File: src/rtl/tdc_avg_pkg.sv
package tdc_avg_pkg;

    localparam int DEF_LINES  = 8;
    localparam int DEF_TAPS   = 32;
    localparam int DEF_CRS_W  = 16;

    // range status of one delay line reading
    typedef enum logic [1:0] {
        RNG_OK    = 2'd0,
        RNG_EMPTY = 2'd1,
        RNG_FULL  = 2'd2
    } rng_e;

    function automatic rng_e classify(input int cnt, input int taps);
        if (cnt == 0)
            return RNG_EMPTY;
        else if (cnt == taps)
            return RNG_FULL;
        else
            return RNG_OK;
    endfunction

endpackage

File: src/rtl/tdc_line_cnt.sv
module tdc_line_cnt
    import tdc_avg_pkg::*;
#(
    parameter int TAPS = DEF_TAPS,
    localparam int CW  = $clog2(TAPS + 1)
) (
    input  logic            clk,
    input  logic            rst,
    input  logic            ld,
    input  logic [TAPS-1:0] taps,
    output logic [CW-1:0]   cnt_q,
    output rng_e            rng_q
);

    logic [CW-1:0] cnt_d;

    // ones count: bubble tolerant, independent of where the ones sit
    always_comb begin
        cnt_d = '0;
        for (int b = 0; b < TAPS; b++)
            cnt_d = cnt_d + CW'(taps[b]);
    end

    always_ff @(posedge clk) begin
        if (rst) begin
            cnt_q <= '0;
            rng_q <= RNG_OK;
        end else if (ld) begin
            cnt_q <= cnt_d;
            rng_q <= classify(int'(cnt_d), TAPS);
        end
    end

endmodule

File: src/rtl/tdc_avg_sum.sv
module tdc_avg_sum #(
    parameter int NLINES = 8,
    parameter int CW     = 6,
    parameter int CRS_W  = 16,
    localparam int LGM   = $clog2(NLINES),
    localparam int FW    = CW + 1 + LGM
) (
    input  logic                 clk,
    input  logic                 rst,
    input  logic                 v1,
    input  logic [NLINES*CW-1:0] cnt_flat,
    input  logic [NLINES*CW-1:0] ofs_flat,
    input  logic                 err1,
    input  logic [CRS_W-1:0]     crs1,
    output logic                 v3,
    output logic [FW-1:0]        fine3,
    output logic                 err3,
    output logic [CRS_W-1:0]     crs3
);

    // stage 2: per-line stagger correction
    logic signed [CW:0] corr_q [NLINES];
    logic               v2;
    logic               err2;
    logic [CRS_W-1:0]   crs2;

    always_ff @(posedge clk) begin
        if (rst) begin
            v2   <= 1'b0;
            err2 <= 1'b0;
            crs2 <= '0;
            for (int i = 0; i < NLINES; i++)
                corr_q[i] <= '0;
        end else begin
            v2 <= v1;
            if (v1) begin
                err2 <= err1;
                crs2 <= crs1;
                for (int i = 0; i < NLINES; i++)
                    corr_q[i] <= $signed({1'b0, cnt_flat[i*CW +: CW]})
                               - $signed({1'b0, ofs_flat[i*CW +: CW]});
            end
        end
    end

    // stage 3: full-precision sum, read as fixed point with LGM fraction bits
    logic signed [FW-1:0] sum_d;

    always_comb begin
        sum_d = '0;
        for (int i = 0; i < NLINES; i++)
            sum_d = sum_d + {{(FW-CW-1){corr_q[i][CW]}}, corr_q[i]};
    end

    always_ff @(posedge clk) begin
        if (rst) begin
            v3    <= 1'b0;
            fine3 <= '0;
            err3  <= 1'b0;
            crs3  <= '0;
        end else begin
            v3 <= v2;
            if (v2) begin
                fine3 <= sum_d;
                err3  <= err2;
                crs3  <= crs2;
            end
        end
    end

endmodule

File: src/rtl/tdc_avg_enc.sv
module tdc_avg_enc
    import tdc_avg_pkg::*;
#(
    parameter int NLINES = DEF_LINES,
    parameter int TAPS   = DEF_TAPS,
    parameter int CRS_W  = DEF_CRS_W,
    localparam int CW    = $clog2(TAPS + 1),
    localparam int LGM   = $clog2(NLINES),
    localparam int FW    = CW + 1 + LGM
) (
    input  logic                   clk,
    input  logic                   rst,
    input  logic                   hit_strb,
    input  logic [NLINES*TAPS-1:0] taps,
    input  logic [NLINES*CW-1:0]   line_ofs,
    output logic                   out_valid,
    output logic [CRS_W+FW-1:0]    out_time,
    output logic                   out_err
);

    logic [CRS_W-1:0]     crs_q;
    logic [CRS_W-1:0]     crs1;
    logic                 v1;
    logic [NLINES*CW-1:0] cnt_flat;
    rng_e                 rng_q [NLINES];
    logic                 err1;
    logic [FW-1:0]        fine3;
    logic [CRS_W-1:0]     crs3;

    // free-running coarse counter
    always_ff @(posedge clk) begin
        if (rst)
            crs_q <= '0;
        else
            crs_q <= crs_q + 1'b1;
    end

    // stage 1: capture valid and coarse time with the per-line counts
    always_ff @(posedge clk) begin
        if (rst) begin
            v1   <= 1'b0;
            crs1 <= '0;
        end else begin
            v1 <= hit_strb;
            if (hit_strb)
                crs1 <= crs_q;
        end
    end

    for (genvar g = 0; g < NLINES; g++) begin : g_line
        tdc_line_cnt #(.TAPS(TAPS)) u_line (
            .clk   (clk),
            .rst   (rst),
            .ld    (hit_strb),
            .taps  (taps[g*TAPS +: TAPS]),
            .cnt_q (cnt_flat[g*CW +: CW]),
            .rng_q (rng_q[g])
        );
    end

    always_comb begin
        err1 = 1'b0;
        for (int i = 0; i < NLINES; i++)
            if (rng_q[i] != RNG_OK)
                err1 = 1'b1;
    end

    tdc_avg_sum #(.NLINES(NLINES), .CW(CW), .CRS_W(CRS_W)) u_sum (
        .clk      (clk),
        .rst      (rst),
        .v1       (v1),
        .cnt_flat (cnt_flat),
        .ofs_flat (line_ofs),
        .err1     (err1),
        .crs1     (crs1),
        .v3       (out_valid),
        .fine3    (fine3),
        .err3     (out_err),
        .crs3     (crs3)
    );

    assign out_time = {crs3, fine3};

endmodule

File: config.mk
export PLATFORM = sky130hd
export DESIGN_NAME = tdc_avg_enc
export DESIGN_NICKNAME = d
export VERILOG_FILES = /design/src/rtl/tdc_avg_pkg.sv /design/src/rtl/tdc_line_cnt.sv /design/src/rtl/tdc_avg_sum.sv /design/src/rtl/tdc_avg_enc.sv
export SDC_FILE = /design/constraint.sdc
export NUM_CORES = 1
export LEC_CHECK = 0
export BUFFER_PORTS_ARGS = -buffer_cell sky130_fd_sc_hd__buf_2
export CORE_MARGIN = 4
export CORE_UTILIZATION = 35
export DETAILED_ROUTE_END_ITERATION = 10
export HOLD_SLACK_MARGIN = 0.03
export PLACE_DENSITY = 0.58
export SYNTH_ARGS = -nofsm -noshare
export SYNTH_HDL_FRONTEND = slang
export SYNTH_HIERARCHICAL = 1
export SYNTH_SLANG_ARGS = --single-unit
File: constraint.sdc
create_clock -name clk -period 8.45 [get_ports clk]
set_input_delay 1.69 -clock clk [delete_from_list [all_inputs] [get_ports clk]]
set_output_delay 1.69 -clock clk [all_outputs]
set_load 0.01 [all_outputs]
## After elaboration in Yosys (flattened, before gate mapping)

Memory sizes are Yosys's and may differ from the RTL's.
Index checks and enable logic that the tools add are counted.
Widths: inputs -> output; s select.

| word-level totals | value |
|---|---|
| output and inout bits | 28 |
| memories kept | 1 |
| register bits | 143 |
| bits of input ports | 307 |
| word-level logic and storage cells | 360 |
| bits in read-only memories | 0 |
| memory bits (writable) | 56 |
| latch bits | 0 |

Memories:

| name | words | width | rd ports | clocked after memory_dff | write ports | RTL line | source |
|---|---|---|---|---|---|---|---|
| u_sum.corr_q | 8 | 7 | 8 | 0 | 8 | tdc_avg_sum.sv:22 | `logic signed [CW:0] corr_q [NLINES];` |

| operators by class | value |
|---|---|
| bitwise logic cells | 8 |
| reduce and logical (&&, ||, !) cells | 16 |
| add/subtract/negate cells | 264 |
| div/mod/pow operators | 0 |
| multiply operators | 0 |
| multiplexer cells | 37 |
| shift-type cells | 0 |
| order comparisons | 0 |
| equality and inequality tests | 8 |

Operator list:

| operator | number |
|---|---|
| $add 6x1->6 | 240 |
| $add 10x10->10 | 6 |
| $mux 7 | 8 |
| $sub 6x6->7 | 8 |
| $eq 6x6->1 const B | 8 |
| $logic_not 6->1 | 8 |
| $mux 2 | 16 |
| $add 1x1->2 | 8 |
| $add 16x1->16 const B | 1 |
| $reduce_bool 2->1 | 8 |
| $mux 1 | 13 |
| $add 7x7->8 | 1 |
| $or 1x1->1 | 8 |

## Depth between registers and ports, before layout

Gate-level depths: netlist of run 1.

| depth | value |
|---|---|
| depth in word-level cells | 34 |
| mapped depth | 16 |
| gate-level depth less buffers | 16 |

## Cells and area by module

Netlist of run 1, hierarchy kept.

Modules (own cells, without submodules):

| module | seq. area each (µm²) | area each (µm²) | cells an instance | times used |
|---|---|---|---|---|
| tdc_avg_sum | 2602.5 | 7150.6 | 717 | 1 |
| tdc_line_cnt at g_line[0].u_line ... | 160.2 | 1116.1 | 119 | 4 |
| tdc_line_cnt at g_line[2].u_line ... | 160.2 | 1119.8 | 119 | 2 |
| tdc_line_cnt at g_line[6].u_line ... | 160.2 | 1108.6 | 117 | 2 |
| tdc_avg_enc | 660.6 | 1351.3 | 139 | 1 |

## Least setup slack after synthesis of run 1

OpenSTA, ideal clock, no wires.

| timing | value |
|---|---|
| path type | in2reg |
| start | in taps[96] |
| end | reg g_line[3].u_line.rng_q[0] |
| cell stages on the path | 16 |
| path slack | 2.309 ns |
| setup time | 0.117 ns |
| arrival | 6.024 ns |
| data required time | 8.333 ns |
| path buffers | 0 |
| cells stage by stage | inv_1 fa_1 fa_1 fa_1 fa_1 fa_1 fa_1 inv_1 ha_1 inv_1 fa_1 nand2b_1 a21oi_2 xor2_1 nor3_1 a32o_1 |

| on the way | value |
|---|---|
| longest elaborated chain between the ends | 33 |

Ends and longest elaborated chain:

| element | RTL line | source |
|---|---|---|
| start: declaration | tdc_avg_enc.sv:14 | `input logic [NLINES*TAPS-1:0] taps,` |
| $add 1x1->2 | tdc_line_cnt.sv:21 | `cnt_d = cnt_d + CW'(taps[b]);` |
| $add 6x1->6 (30 in a row) | tdc_line_cnt.sv:21 |  |
| $logic_not 6->1 | tdc_avg_pkg.sv:15 | `if (cnt == 0)` |
| $mux 2 | tdc_avg_pkg.sv:15 |  |
| end signal: assignment | tdc_line_cnt.sv:30 | `rng_q <= classify(int'(cnt_d), TAPS);` |
| end: declaration | tdc_line_cnt.sv:12 | `output rng_e rng_q` |

No other way between the ends.
A chain may end at the register's enable or synchronous reset.

## Final worst setup path of run 1

| timing | value |
|---|---|
| start | in taps[32] |
| end | reg g_line[1].u_line.rng_q[1] |

| on the way | value |
|---|---|
| longest elaborated chain between the ends | 34 |
| elaborated cells on any way between the ends | 35 |
| those cells by class | 31 x add/sub; 1 x eq/ne; 2 x mux; 1 x reduce/logical |

Ends and longest elaborated chain:

| element | RTL line | source |
|---|---|---|
| $add 1x1->2 (*) | tdc_line_cnt.sv:21 |  |
| $add 6x1->6 (*) (30 in a row) | tdc_line_cnt.sv:21 |  |
| $eq 6x6->1 | tdc_avg_pkg.sv:17 | `else if (cnt == taps)` |
| $mux 2 | tdc_avg_pkg.sv:17 |  |
| $mux 2 (*) | tdc_avg_pkg.sv:15 |  |
| end signal: assignment | tdc_line_cnt.sv:30 |  |
| end: declaration | tdc_line_cnt.sv:12 |  |

Every way passes the cells marked *; elsewhere a longest branch is shown, timed or not.

==> flow_results.org, run 1 <==
** Run status
- Result of the run :: finished clean

** Synthesis
- In the post-synthesis netlist, the biggest area contributors are sky130_fd_sc_hd__fa_1 28%, sky130_fd_sc_hd__dfxtp_1 16%, sky130_fd_sc_hd__inv_1 12%.
- The synthesized netlist occupies a cell area of roughly 17,000 um2.
- Counting flops and latches in the post-synthesis netlist gives 199.
- The biggest area contributor in the post-synthesis netlist is sky130_fd_sc_hd__fa_1.
- Mean post-synth cell area :: 9.66 um2
- Of all flip-flops after synthesis, the portion carrying an async set or reset was 0.
- Cell types with the highest counts after synthesis :: 562 x sky130_fd_sc_hd__inv_1, 245 x sky130_fd_sc_hd__fa_1, 168 x sky130_fd_sc_hd__nor2_1, 143 x sky130_fd_sc_hd__dfxtp_1, 115 x sky130_fd_sc_hd__ha_1
- The number of nets in the synthesized netlist is 2,471.
- In the post-synthesis netlist, the cell with the most instances is sky130_fd_sc_hd__inv_1.
- The post-synthesis compound-gate area fraction was 0.0573.
- Of the total synthesized cell area, the portion taken by full adders, half adders and majority gates is 0.364.
- Measured against the total synthesized area, the mux share comes to 0.0612.
- For this run, the leading register cell type out of synthesis is sky130_fd_sc_hd__dfxtp_1.
- Of the total synthesized cell area, the portion taken by AND, OR, NAND and NOR gates is 0.103.
- The cell count after synthesis came out at 1,804.
- Post-synthesis share of cell area spent on xor and xnor gates :: 0.0211
- After synthesis, the largest family of logic cells by area is adder cells.
- In this run, synthesis inferred 56 flip-flops with an integrated enable.
- The Yosys step of the flow raised 6 warnings.
- Of the post-synthesis cell area, the dominant cell type holds 0.282.
- For this run, the register share of the synthesized area comes to 0.261.
- Number of distinct library cells after synthesis :: 51

** Drt
- Once detail routing completed, the nets flagged for antenna violations numbered 0.
- In the routed design, unresolved DRC markers number 0.
- Dividing the detail-routed wire length by the instance count gives 13.5 um.
- Total vias in the final route :: 12,300
- Mean number of vias per cell :: 4.39
- For this run, the detailed router's first-pass iteration total came to 7.
- Aggregate routed wire length :: between 30,000 and 40,000 um
- For this block, the initial DRC count from the detailed router was about 440.

** Timing
- Adding up every negative setup slack in the final design gives 0 ns.
- Highest clock frequency the design can meet :: 167 MHz
- Setup repair after global routing left no endpoint under its margin.
- Clock skew on the completed layout was measured at roughly 0.014 ns.
- Final number of max-transition violations :: 0
- Final period util :: 0.708
- Final setup violation count :: 0
- At the pin with the least slew margin, the transition time is roughly 1.2 ns.
- Worst slew margin :: 0.213
- The count of final hold-check violations is 0.
- Fin Hold WS :: 0.453 ns
- Post-layout minimum cycle time :: 5.98 ns

** Clocking
- Maximum buffer depth of the clock tree :: 2
- TritonCTS built the clock tree.
- Clock latency on the worst-skew pair, taken at its later pin, is between 0.4 and 0.5 ns.
- Post-CTS repair changed the size of 0 cells.
- The root buffer cell chosen for the clock tree is sky130_fd_sc_hd__clkbuf_16.
- Post-CTS timing repair inserted 0 buffers for setup.
- Clock transition time at the flip-flop clock pins of the worst setup and hold paths :: 0.07 ns
- Number of levels the H-tree was split into :: 4
- Number of hold buffers added after cts :: 0
- The number of clock buffers added by TritonCTS is 17.
- Number of clock sinks :: 199

** Setup path
- Peak per-stage delay on the critical path :: ~0.56 ns
- Grouping stages by cell kind, the critical path spends the most delay in adder cells.
- CP Buf/Inv Count :: 4
- Counting buffers and inverters, the worst setup path is 17 cells deep.
- The worst setup path is captured at a flop.
- In this run the worst path has a maximum fanout of 2.
- The slowest stage of the critical path belongs to the cell sky130_fd_sc_hd__fa_1.
- The number of cells on the worst reg-to-reg path is 13.
- Cell-by-cell listing of the critical path :: buf_2, inv_1, fa_1, fa_1, fa_1, fa_1, fa_1, fa_1, inv_1, ha_1, inv_1, fa_1, nand2b_1, a21oi_2, xor2_1, nor3_1, a32o_1
- Worst path arrival time :: 6.31 ns
- In this run the critical register-to-register path is launched from u_sum/corr_q[0][23]$_SDFFCE_PN0P_.
- In this run the worst setup path terminates at g_line[1].u_line/rng_q[1]$_SDFFE_PP0P_.
- Among the stages of the critical path, the cell type that occurs most often is sky130_fd_sc_hd__fa_1.
- The worst register-to-register path ends at u_sum/fine3[8]$_SDFFE_PP0P_.
- The setup check on the worst reg-to-reg path leaves a slack of 4.28 ns.
- Tracing the worst setup path back leads to its startpoint at taps[32].
- Launching element type of the critical path :: input port
- For the worst setup path, the data required time is 8.78 ns.
- Setup Crit Path Kind :: input port to flop

** Pwr
- Leak :: 10.4 nW
- Overall power consumption after layout is estimated at 0.00758 W.
- In this run the power density over the cells is 373 nW/um2.
- Sequential Power Share :: 0.164
- Net switching power :: 0.00352 W
- Clock power frac :: 0.106
- Max rail drop VDD :: 210 uV
- Of the total power, combinational logic draws 0.731.
- Cell internal power was estimated by the tool at 0.00406 W.
- Of the total power, the share spent switching nets is 0.465.

** Floorplan
- Initial core utilization :: 0.355
- Die width :: around 230 um
- Number of top-level pins :: 335
- The die covers 53,400 um2.
- The floorplan step defined a core boundary enclosing 49,100 um2.
- In this run the vertical extent of the chip is ~230 um.
- Row cnt :: between 80 and 90

** Place
- After legalization and detailed placement, the total HPWL measured 32,500 um.
- Routability-driven placement finished with a final weighted congestion of 0.821.
- In this run the tool buffered the top-level ports with between 300 and 400 buffer cells.
- After detailed placement, the total cell area comes to between 15,000 and 20,000 um2.

** Final layout
- Fill cells in the final layout number 4,912.
- Final Cell Area :: 20,300 um2
- The area growth from synthesis to layout is 16.8%.
- After the last flow step, the layout net total stands at 2,787.
- Of the cells placed in the final design, the portion with a size suffix greater than 1 is 0.188.

** Global route
- The number of global-route vias before repair was 13,100.
- Entering global routing, the biggest net connects just over 90 pins.
- Initial antenna violation count :: 11
- Aggregate global-route resource usage :: 0.144
- The total overflow left after global routing is 0.
- Global-route wire length before repair :: between 60,000 and 70,000 um

** Run
- Maxcap violations :: 0

** Min path
- Hold Crit Class :: flop to flop
==> layer usage <==
metal / GRT usage / wire [um] / up-vias
li1: - / - / 6129
met1: 0.179 / 16200 / 5892
met2: 0.257 / 19000 / 202
met3: 0.0339 / 1930 / 44
met4: 0.0299 / 511 / 16
met5: 0 / 116 / -
==> state kept, by name, summed over array words and instances (netlist names) <==
name	cells
u_sum/corr_q	56
g_line.u_line/cnt_q	48
crs1	16
crs_q	16
g_line.u_line/rng_q	16
u_sum/crs2	16
u_sum/crs3	16
u_sum/fine3	10
u_sum/err2	1
u_sum/err3	1
u_sum/v2	1
u_sum/v3	1
v1	1
==> stage by stage <==
step / cells / worst slack [ns] / utilization
floorplan: 1804 / 2.31 / -
global placement: 2765 / 2.06 / 0.403
detailed placement: 2765 / 1.98 / 0.403
CTS: 2797 / 2.46 / 0.415
global route: 2797 / 2.22 / 0.415
finish: 2800 / 2.47 / 0.415
==> cell families (layout without fill, tap and decap cells) <==
logic type,count (synthesis),in the layout
adders and majority gates,360,360
AOI/OAI and AO/OA,144,144
buffers and inverters,604,933
muxes,105,105
and+or+nand+nor,350,350
xor gates and xnor gates,42,42
DFF,199,199
other,0,3
==> worst min-delay path by stage <==
stage                           startpoint                           to  slack (ns)  cells past startpoint
2_1_floorplan          crs_q[0]$_SDFF_PP0_          crs_q[0]$_SDFF_PP0_        0.44                      1
3_3_place_gp   u_sum/fine3[9]$_SDFFE_PP0P_  u_sum/fine3[9]$_SDFFE_PP0P_        0.44                      2
3_5_place_dp   u_sum/fine3[8]$_SDFFE_PP0P_  u_sum/fine3[8]$_SDFFE_PP0P_        0.44                      2
4_1_cts        u_sum/fine3[9]$_SDFFE_PP0P_  u_sum/fine3[9]$_SDFFE_PP0P_        0.46                      2
5_1_grt        u_sum/fine3[9]$_SDFFE_PP0P_  u_sum/fine3[9]$_SDFFE_PP0P_        0.47                      2
6_report       u_sum/fine3[9]$_SDFFE_PP0P_  u_sum/fine3[9]$_SDFFE_PP0P_        0.45                      2
==> layout by cell type (no fill, tap or decap), types with 5 or more instances in the layout <==
cell type,count
sky130_fd_sc_hd__o21ai_0,20
sky130_fd_sc_hd__o21a_1,6
sky130_fd_sc_hd__mux2i_1,93
sky130_fd_sc_hd__nand3_1,5
sky130_fd_sc_hd__a211oi_1,20
sky130_fd_sc_hd__a21oi_1,28
sky130_fd_sc_hd__nor3_1,40
sky130_fd_sc_hd__o21ai_1,11
sky130_fd_sc_hd__a21o_1,17
sky130_fd_sc_hd__edfxtp_1,56
sky130_fd_sc_hd__a21oi_2,10
sky130_fd_sc_hd__nand2_1,33
sky130_fd_sc_hd__nor4b_2,6
sky130_fd_sc_hd__xnor2_1,23
sky130_fd_sc_hd__buf_4,7
sky130_fd_sc_hd__inv_1,562
sky130_fd_sc_hd__a32o_1,16
sky130_fd_sc_hd__nand2b_1,18
sky130_fd_sc_hd__nor2b_1,29
sky130_fd_sc_hd__xor2_1,19
sky130_fd_sc_hd__mux2_2,9
sky130_fd_sc_hd__and3_1,5
sky130_fd_sc_hd__buf_2,332
sky130_fd_sc_hd__nor4_1,8
sky130_fd_sc_hd__clkbuf_16,17
sky130_fd_sc_hd__fa_1,245
sky130_fd_sc_hd__dfxtp_1,143
sky130_fd_sc_hd__nor2_1,168
sky130_fd_sc_hd__nor3b_1,9
sky130_fd_sc_hd__nand4bb_1,8
sky130_fd_sc_hd__ha_1,115
sky130_fd_sc_hd__o311ai_1,6
==> final cells by class <==
class	instances	area [um2]	area share
clock buffer	18	439	0.0216
tap	664	831	0.0408
sequential	199	4540	0.223
timing repair buffer	339	1710	0.0843
antenna	3	7.51	0.000369
clock inverter	14	134	0.00658
inverter	562	2110	0.104
multi-input combinational	1001	10600	0.519
==> tightest hold or removal path, cell delays in order (launching register included) <==
cell and delay, ns:
sky130_fd_sc_hd__dfxtp_1 0.31, sky130_fd_sc_hd__nand2_1 0.05, sky130_fd_sc_hd__o21ai_1 0.05
==> power by group through the flow <==
stage | combinational [W] | sequential, W | clock [W]
floorplan | 0.00447 | 0.00122 | 0
global placement | 0.00546 | 0.00126 | 0
detailed placement | 0.00561 | 0.00127 | 0
CTS | 0.00565 | 0.00125 | 0.000828
global route | 0.00649 | 0.00126 | 0.000864
finish | 0.00554 | 0.00124 | 0.000800
Note: power is estimated with default switching activity, not from simulation.
==> run 2, diff against run 1 <==
- PLACE_DENSITY: 0.58 -> 0.6
- clock period: 8.45 -> 4.9 ns (I/O delays scaled with it)
==> run 2 against run 1 <==
The flow now finishes with violations (negative setup slack). Non-clock buffer count rose by 68. Highest routed layer unchanged. Total power up 140%. Cell count up 2.5%. Cell area grew 7.1%.
==> flow_results.org, run 2 (synthesis gave the netlist of run 1 again) <==
** Setup path
- Critical path's top delay family :: adder cells
- The critical path contains buffers and inverters numbering 4 combined.
- Depth of the most critical reg-to-reg path :: 13
- Cell-by-cell listing of the critical path :: buf_6, fa_1, inv_2, fa_2, fa_2, fa_1, fa_1, fa_2, inv_2, ha_4, inv_2, fa_2, nand2b_4, a21oi_2, xor2_1, nor3_2, a32o_1
- Crit Path Max Fanout :: 2
- Cell count along the critical path :: 17
- Setup Crit Path Kind :: input port to flop
- STA classifies the critical path startpoint as an input port.
- Worst path arrival time :: about 5.5 ns
- Required time of the worst setup path :: around 5.2 ns
- The worst setup path is captured at a flop.
- Peak per-stage delay on the critical path :: 0.54 ns
- The largest individual stage delay along the critical path comes from the cell sky130_fd_sc_hd__fa_1.
- Cell seen most often among critical-path stages :: sky130_fd_sc_hd__fa_2

** Timing
- After routing, the total negative slack on setup checks comes to -5.34 ns.
- In the post-route analysis, the smallest setup slack over all paths is -0.258 ns.
- Final period util :: 1.05
- The count of final hold-check violations came to 0.
- Final setup violation count :: 36
- The number of pins exceeding their max-slew limit in the final report was 0.
- In this run the tightest slew margin relative to its limit is 0.341.
- Skew final :: 0.0148 ns
- Highest clock frequency the design can meet :: 194 MHz
- Subtracting the final worst setup slack from the clock period gives 5.16 ns.
- Unrepaired setup endpoints after global routing :: true
- For the pin with the worst max-slew slack, the measured transition is 0.989 ns.

** Final layout
- Layout overhead on the synthesized area :: 25.1%
- The filler cells instantiated in the layout total between 4,000 and 5,000.
- Register name with the most flops :: u_sum/corr_q
- The largest registers in the layout are u_sum/corr_q: 56 flops, g_line.u_line/cnt_q: 48 flops.
- The library cell used most frequently in the layout, excluding fill and tap cells, is sky130_fd_sc_hd__inv_1.
- Highest-count cells in the layout ignoring fill and taps :: 496 x sky130_fd_sc_hd__inv_1, 303 x sky130_fd_sc_hd__buf_2, 212 x sky130_fd_sc_hd__fa_1
- Final Cell Area :: between 20,000 and 25,000 um2
- Number of nets in the layout :: 2,855
- The register with the most flip-flops in the layout has 56 of them.
- Share of cells above drive strength 1 :: 0.286

** Floorplan
- Row cnt :: between 80 and 90
- Number of top-level pins :: 335
- The die covers roughly 53,000 um2.
- Total core area :: slightly below 50,000 um2
- Die width :: 231 um
- DIE HEIGHT :: ~230 um
- The initial utilization of the core area, before any placement, comes to 0.355.

** Clocking
- Number of hold buffers added after cts :: 0
- Clock tree from TritonCTS :: built
- Cts bufs inserted :: 17
- Number of levels the H-tree was split into :: 4
- Clock transition time at the flip-flop clock pins of the worst setup and hold paths :: 0.08 ns
- The clock passes through at most 2 buffers.
- The tree is rooted in a sky130_fd_sc_hd__clkbuf_16.
- Number of clock sinks :: 199
- Worst skew pair latency :: 0.45 ns

** Run status
- The checks that failed: negative setup slack.
- Result of the run :: finished with violations

** Drt
- DRC violation count after routing :: 0
- Aggregate routed wire length :: 40,600 um
- The detailed router finished its first iteration with around 430 violations.
- Average detailed-routed wire length per instance :: 14.1 um
- Mean number of vias per cell :: ~4.4
- ANT nets after route :: 0
- The routed layout has 12,700 vias.
- The first TritonRoute pass finished after 4 iterations.

** Global route
- The number of antenna violations at the first check in global routing came to 12.
- Aggregate global-route resource usage :: 0.151
- Number of global-route vias before repair :: 13,500
- Final global-route overflow total :: 0
- Maximum number of pins on one net before global-route repair :: between 70 and 80
- Global-route wire length before repair :: between 60,000 and 70,000 um

** Min path
- Number of cells on the worst hold path :: 2
- Hold Crit Class :: flop to flop

** Place
- Once detailed placement completed, the half-perimeter wirelength came to 34,400 um.
- Placed cell areas :: 20,400 um2
- The congestion estimate from routability-driven global placement came to 0.865.
- Port-buffer cells :: 334

** Pwr
- Across the VDD grid, the largest voltage drop is 519 uV.
- In this run the static leakage power is about 11 nW.
- Cell area power density :: 848 nW/um2

** Run
- Maxcap violations :: 0
==> run 2: changes by cell type in the layout (fill, tap and decap cells not counted), moves of 33 or more <==
cell / delta
sky130_fd_sc_hd__buf_4: +52
sky130_fd_sc_hd__buf_6: +44
sky130_fd_sc_hd__fa_1: -33
sky130_fd_sc_hd__fa_2: +33
sky130_fd_sc_hd__inv_1: -66
sky130_fd_sc_hd__inv_2: +62
==> run 2: area by class of cell <==
cell class / count / area [um2] / share of cell area
Sequential cell: 199 / 4540 / 0.209
Inverter: 562 / 2120 / 0.0975
Multi-Input combinational cell: 1001 / 11200 / 0.513
Timing Repair Buffer: 407 / 2470 / 0.113
Antenna cell: 6 / 15.0 / 0.000689
Tap cell: 664 / 831 / 0.0381
Clock inverter: 15 / 198 / 0.00907
Clock buffer: 17 / 425 / 0.0195
==> run 2: worst paths after layout <==
kind / from / end / slack [ns]
worst max-delay path: taps[149] / g_line[4].u_line/rng_q[0]$_SDFFE_PP0P_ / -0.26
worst min-delay path: u_sum/fine3[9]$_SDFFE_PP0P_ / u_sum/fine3[9]$_SDFFE_PP0P_ / 0.47
worst max register to register: u_sum/corr_q[0][2]$_SDFFCE_PN0P_ / u_sum/fine3[8]$_SDFFE_PP0P_ / 0.70
worst min register to register: u_sum/fine3[9]$_SDFFE_PP0P_ / u_sum/fine3[9]$_SDFFE_PP0P_ / 0.47
==> run 2: stage by stage <==
stage / instances / util / total power (W) / setup WS [ns] / hold slack, ns
final: 2871 / 0.444 / 0.0185 / -0.258 / 0.472
after global routing: 2868 / 0.444 / 0.0204 / -0.424 / 0.497
after CTS: 2861 / 0.434 / 0.0171 / -0.277 / 0.480
after detailed placement: 2823 / 0.415 / 0.0146 / -0.808 / 0.459
after global placement: 2823 / 0.415 / 0.0143 / -0.692 / 0.437
after floorplan: 1804 / - / 0.0105 / -0.443 / 0.441
==> run 2: layer usage <==
metal  part of all wire  GRT usage  routed length, um
met1               0.41      0.183              16700
met4              0.016     0.0329                641
met2               0.52      0.273              21200
met3              0.049     0.0355               1980
met5             0.0020          0                 81
==> run 2: worst reg2reg max path, delay by kind of cell (launching register included) <==
| family | cells | cell delay (ns) |
|---|---|---|
| compound gates | 4 | 0.59 |
| xor+xnor | 1 | 0.17 |
| fa+ha+maj | 6 | 2.78 |
| buf+inv | 2 | 0.10 |
| flops | 1 | 0.45 |
==> run 2: where the power goes <==
part           internal, W  switching, W
sequential         0.00197      0.000160
clock             0.000750      0.000740
combinational      0.00788       0.00697
total               0.0106       0.00787
==> run 2: repair_timing <==
item | CTS | global route
gates cloned | 0 | 0
setup buffers | 8 | 9
pin swaps | 50 | 87
hold endpoints to repair | 0 | 0
gates resized for setup | 69 | 113
setup endpoints to repair | 39 | 48
==> run 3, diff against run 2 <==
- CORE_MARGIN: 4 -> 1
==> run 3 against run 2 <==
Routed wire length fell by 3.1%. Total power increased by 0.93%. Die area shrank 5.1%. Combinational power about the same. The flow still finishes with violations (negative setup slack).
==> flow_results.org, run 3 (synthesis gave the netlist of run 1 again) <==
** Run status
- The run finished, with violations left.
- Failing checks :: negative setup slack

** Pwr
- Leak :: 10.9 nW
- Switch share :: 0.424
- The share of total power dissipated in the clock network is 0.075.
- Of the total power, combinational logic draws 0.811.
- Internal power comes to 0.0107 W.
- Cell area power density :: 854 nW/um2
- Total power draw :: 0.0186 W
- Net switching power :: 0.00791 W
- The share of total power dissipated in sequential elements is 0.114.
- Max rail drop VDD :: around 480 uV

** Timing
- Final hold analysis gives a worst-case slack of 0.456 ns.
- Final period util :: 1.06
- For the pin with the worst max-slew slack, the measured transition is 0.920 ns.
- Setup violations remaining at the end of the flow were counted as 32.
- Measured against its own limit, the worst slew margin works out to 0.386.
- After layout, the minimum clock period comes to roughly 5.2 ns.
- Derived from the worst setup path, the maximum achievable clock frequency is 193 MHz.
- Unrepaired setup endpoints after global routing :: true
- Skew final :: approximately 0.011 ns
- Fin. Hold Viols :: 0
- Final number of max-transition violations :: 0
- Once routing completed, OpenROAD measured the worst setup slack at -0.281 ns.

** Setup path
- Setup Crit Path Kind :: input port to flop
- Reg2reg setup slack :: 0.70 ns
- The worst setup path is launched from an input port.
- In this run the critical register-to-register path is captured at u_sum/fine3[8]$_SDFFE_PP0P_.
- In this run the critical register-to-register path is launched from u_sum/corr_q[0][23]$_SDFFCE_PN0P_.
- Worst path arrival time :: 5.51 ns
- Crit Path Max Fanout :: 2
- Worst setup EP type :: flop
- For the worst setup path, the data required time is 5.23 ns.
- For the worst flop-to-flop path, the logic depth is 13.

** Drt
- In the final routed layout, each cell accounts on average for approximately 14 um.
- For this block, the initial DRC count from the detailed router was 434.
- DRC violation count after routing :: 0
- Once detail routing completed, the nets flagged for antenna violations numbered 0.
- The final layout contains routed wiring with a total length of 39,300 um.
- Total vias in the final route :: 12,600
- Before antenna repair, the detailed router went through 4 iterations.
- Mean number of vias per cell :: 4.38

** Final layout
- In the final layout, the share of cells above drive strength 1 is 0.292.
- The register with the most flip-flops in the layout has 56 of them.
- Register name with the most flops :: u_sum/corr_q
- Layout overhead on the synthesized area :: 25.3%
- The library cells used most frequently in the layout, excluding fill and tap cells, are 490 x sky130_fd_sc_hd__inv_1, 302 x sky130_fd_sc_hd__buf_2, 205 x sky130_fd_sc_hd__fa_1.
- Final Cell Area :: 21,800 um2
- The library cell used most frequently in the layout, excluding fill and tap cells, is sky130_fd_sc_hd__inv_1.
- Counting the fill cells in the layout gives 4,724.
- Largest registers :: u_sum/corr_q: 56 flops, g_line.u_line/cnt_q: 48 flops
- Number of nets in the layout :: about 2,900

** Floorplan
- DIE AREA :: 50,700 um2
- Total core area :: 49,100 um2
- After floorplanning, the core was divided into between 80 and 90 placement rows.
- Number of top-level pins :: between 300 and 400
- The initial utilization of the core area, before any placement, comes to 0.355.
- Die width :: 225 um
- DIE HEIGHT :: roughly 230 um

** Min path
- Worst min-delay path endpoint :: u_sum/fine3[9]$_SDFFE_PP0P_
- Source of the worst hold timing path :: u_sum/fine3[9]$_SDFFE_PP0P_
- Hold Crit Class :: flop to flop
- Along the worst hold path, the cell count comes to 2.

** Place
- At the end of routability-driven placement, the weighted congestion stood at 0.846.
- Placed wire-length estimate :: 33,300 um
- The placed instances occupy a cell area of 20,400 um2.
- OpenSTA, run right after detailed placement, puts the worst setup slack at -0.815 ns.
- Port buffering added 334 buffers.

** Clocking
- At the later pin of the worst-skew pair, clock insertion delay measures around 0.43 ns.
- The number of clock buffers added by TritonCTS is 17.
- Counting along the longest clock path gives a buffer depth of 2.
- Clock tree synthesis found a total of 199 sinks.
- Number of hold buffers added after cts :: 0
- Clock transition time at the flip-flop clock pins of the worst setup and hold paths :: 0.08 ns
- Number of levels the H-tree was split into :: 4
- TritonCTS built the clock tree.
- Clock tree synthesis selected as its root buffer the cell sky130_fd_sc_hd__clkbuf_16.

** Run
- The tool flagged a number of max-cap violations equal to 0.

** Global route
- Final global-route overflow total :: 0
- Number of global-route vias before repair :: 13,300
- In the global route stage, overall resource usage came out at 0.159.
- Initial antenna violation count :: 12
- The first global-routing pass estimated about 64,000 um of wire.
- Entering global routing, the biggest net connects 75 pins.
[run 3: changes by cell type in the layout (fill, tap and decap cells not counted), moves of 3 or more]
cell | before | now
sky130_fd_sc_hd__clkinv_8 | 3 | 0
sky130_fd_sc_hd__fa_1 | 212 | 205
sky130_fd_sc_hd__fa_2 | 33 | 40
sky130_fd_sc_hd__inv_1 | 496 | 490
sky130_fd_sc_hd__inv_2 | 62 | 67
sky130_fd_sc_hd__inv_8 | 8 | 2
sky130_fd_sc_hd__nor2_2 | 2 | 5
[run 3: per-layer routing]
| layer | vias up | GRT usage | part of all wire |
|---|---|---|---|
| li1 | 6257 | - | - |
| met1 | 6031 | 0.191 | 0.42 |
| met2 | 224 | 0.286 | 0.52 |
| met3 | 43 | 0.0348 | 0.047 |
| met4 | 12 | 0.0426 | 0.016 |
| met5 | - | 0 | 0.0017 |
[run 3: timing repair]
item | CTS | global route
pin swaps | 78 | 88
setup endpoints to repair | 40 | 48
gates resized for setup | 102 | 105
buffers inserted | 6 | 8
cloned | 0 | 0
[run 3: metrics by stage]
stage | util | instances | TNS, ns
after floorplan | - | 1804 | -10.61
after global placement | 0.415 | 2821 | -27.88
after detailed placement | 0.415 | 2821 | -32.04
after CTS | 0.435 | 2858 | -5.58
after global routing | 0.445 | 2865 | -10.79
final | 0.445 | 2868 | -5.51
[run 3: final cells by class]
type                    instances  area, um2  share of cell area
multi-input cells            1001      11300               0.516
flip-flops and latches        199       4540               0.208
repair buffers                405       2460               0.113
inverters                     562       2130              0.0974
well taps                     664        831              0.0381
clock buffers                  22        508              0.0233
clock inverters                10       78.8             0.00361
diodes                          5       12.5            0.000573
[run 3: worst max-delay path, stage by stage]
cell	delay [ns]
sky130_fd_sc_hd__buf_6	0.09
sky130_fd_sc_hd__fa_1	0.55
sky130_fd_sc_hd__inv_2	0.05
sky130_fd_sc_hd__fa_2	0.52
sky130_fd_sc_hd__fa_2	0.44
sky130_fd_sc_hd__fa_1	0.57
sky130_fd_sc_hd__fa_1	0.44
sky130_fd_sc_hd__fa_1	0.45
sky130_fd_sc_hd__inv_2	0.08
sky130_fd_sc_hd__ha_4	0.14
sky130_fd_sc_hd__inv_2	0.04
sky130_fd_sc_hd__fa_2	0.34
sky130_fd_sc_hd__nand2b_4	0.15
sky130_fd_sc_hd__a21oi_2	0.13
sky130_fd_sc_hd__xor2_1	0.23
sky130_fd_sc_hd__nor3_2	0.07
sky130_fd_sc_hd__a32o_1	0.25
[run 3: power by group through the flow]
stage                     Sequential [W]  Combinational, W  Clock (W)
after floorplan                  0.00211           0.00838          0
after global placement           0.00217            0.0121          0
after detailed placement         0.00217            0.0124          0
after CTS                        0.00214            0.0135    0.00144
after global routing             0.00216            0.0170    0.00151
final                            0.00213            0.0151    0.00140
[run 3: worst max path at each step]
stage	startpoint	endpoint	slack, ns
4_1_cts	taps[47]	g_line[1].u_line/rng_q[1]$_SDFFE_PP0P_	-0.26
3_5_place_dp	taps[163]	g_line[5].u_line/rng_q[0]$_SDFFE_PP0P_	-0.82
3_3_place_gp	taps[81]	g_line[2].u_line/rng_q[0]$_SDFFE_PP0P_	-0.68
6_report	taps[49]	g_line[1].u_line/rng_q[1]$_SDFFE_PP0P_	-0.28
5_1_grt	taps[49]	g_line[1].u_line/rng_q[1]$_SDFFE_PP0P_	-0.42
2_1_floorplan	taps[209]	g_line[6].u_line/rng_q[0]$_SDFFE_PP0P_	-0.44
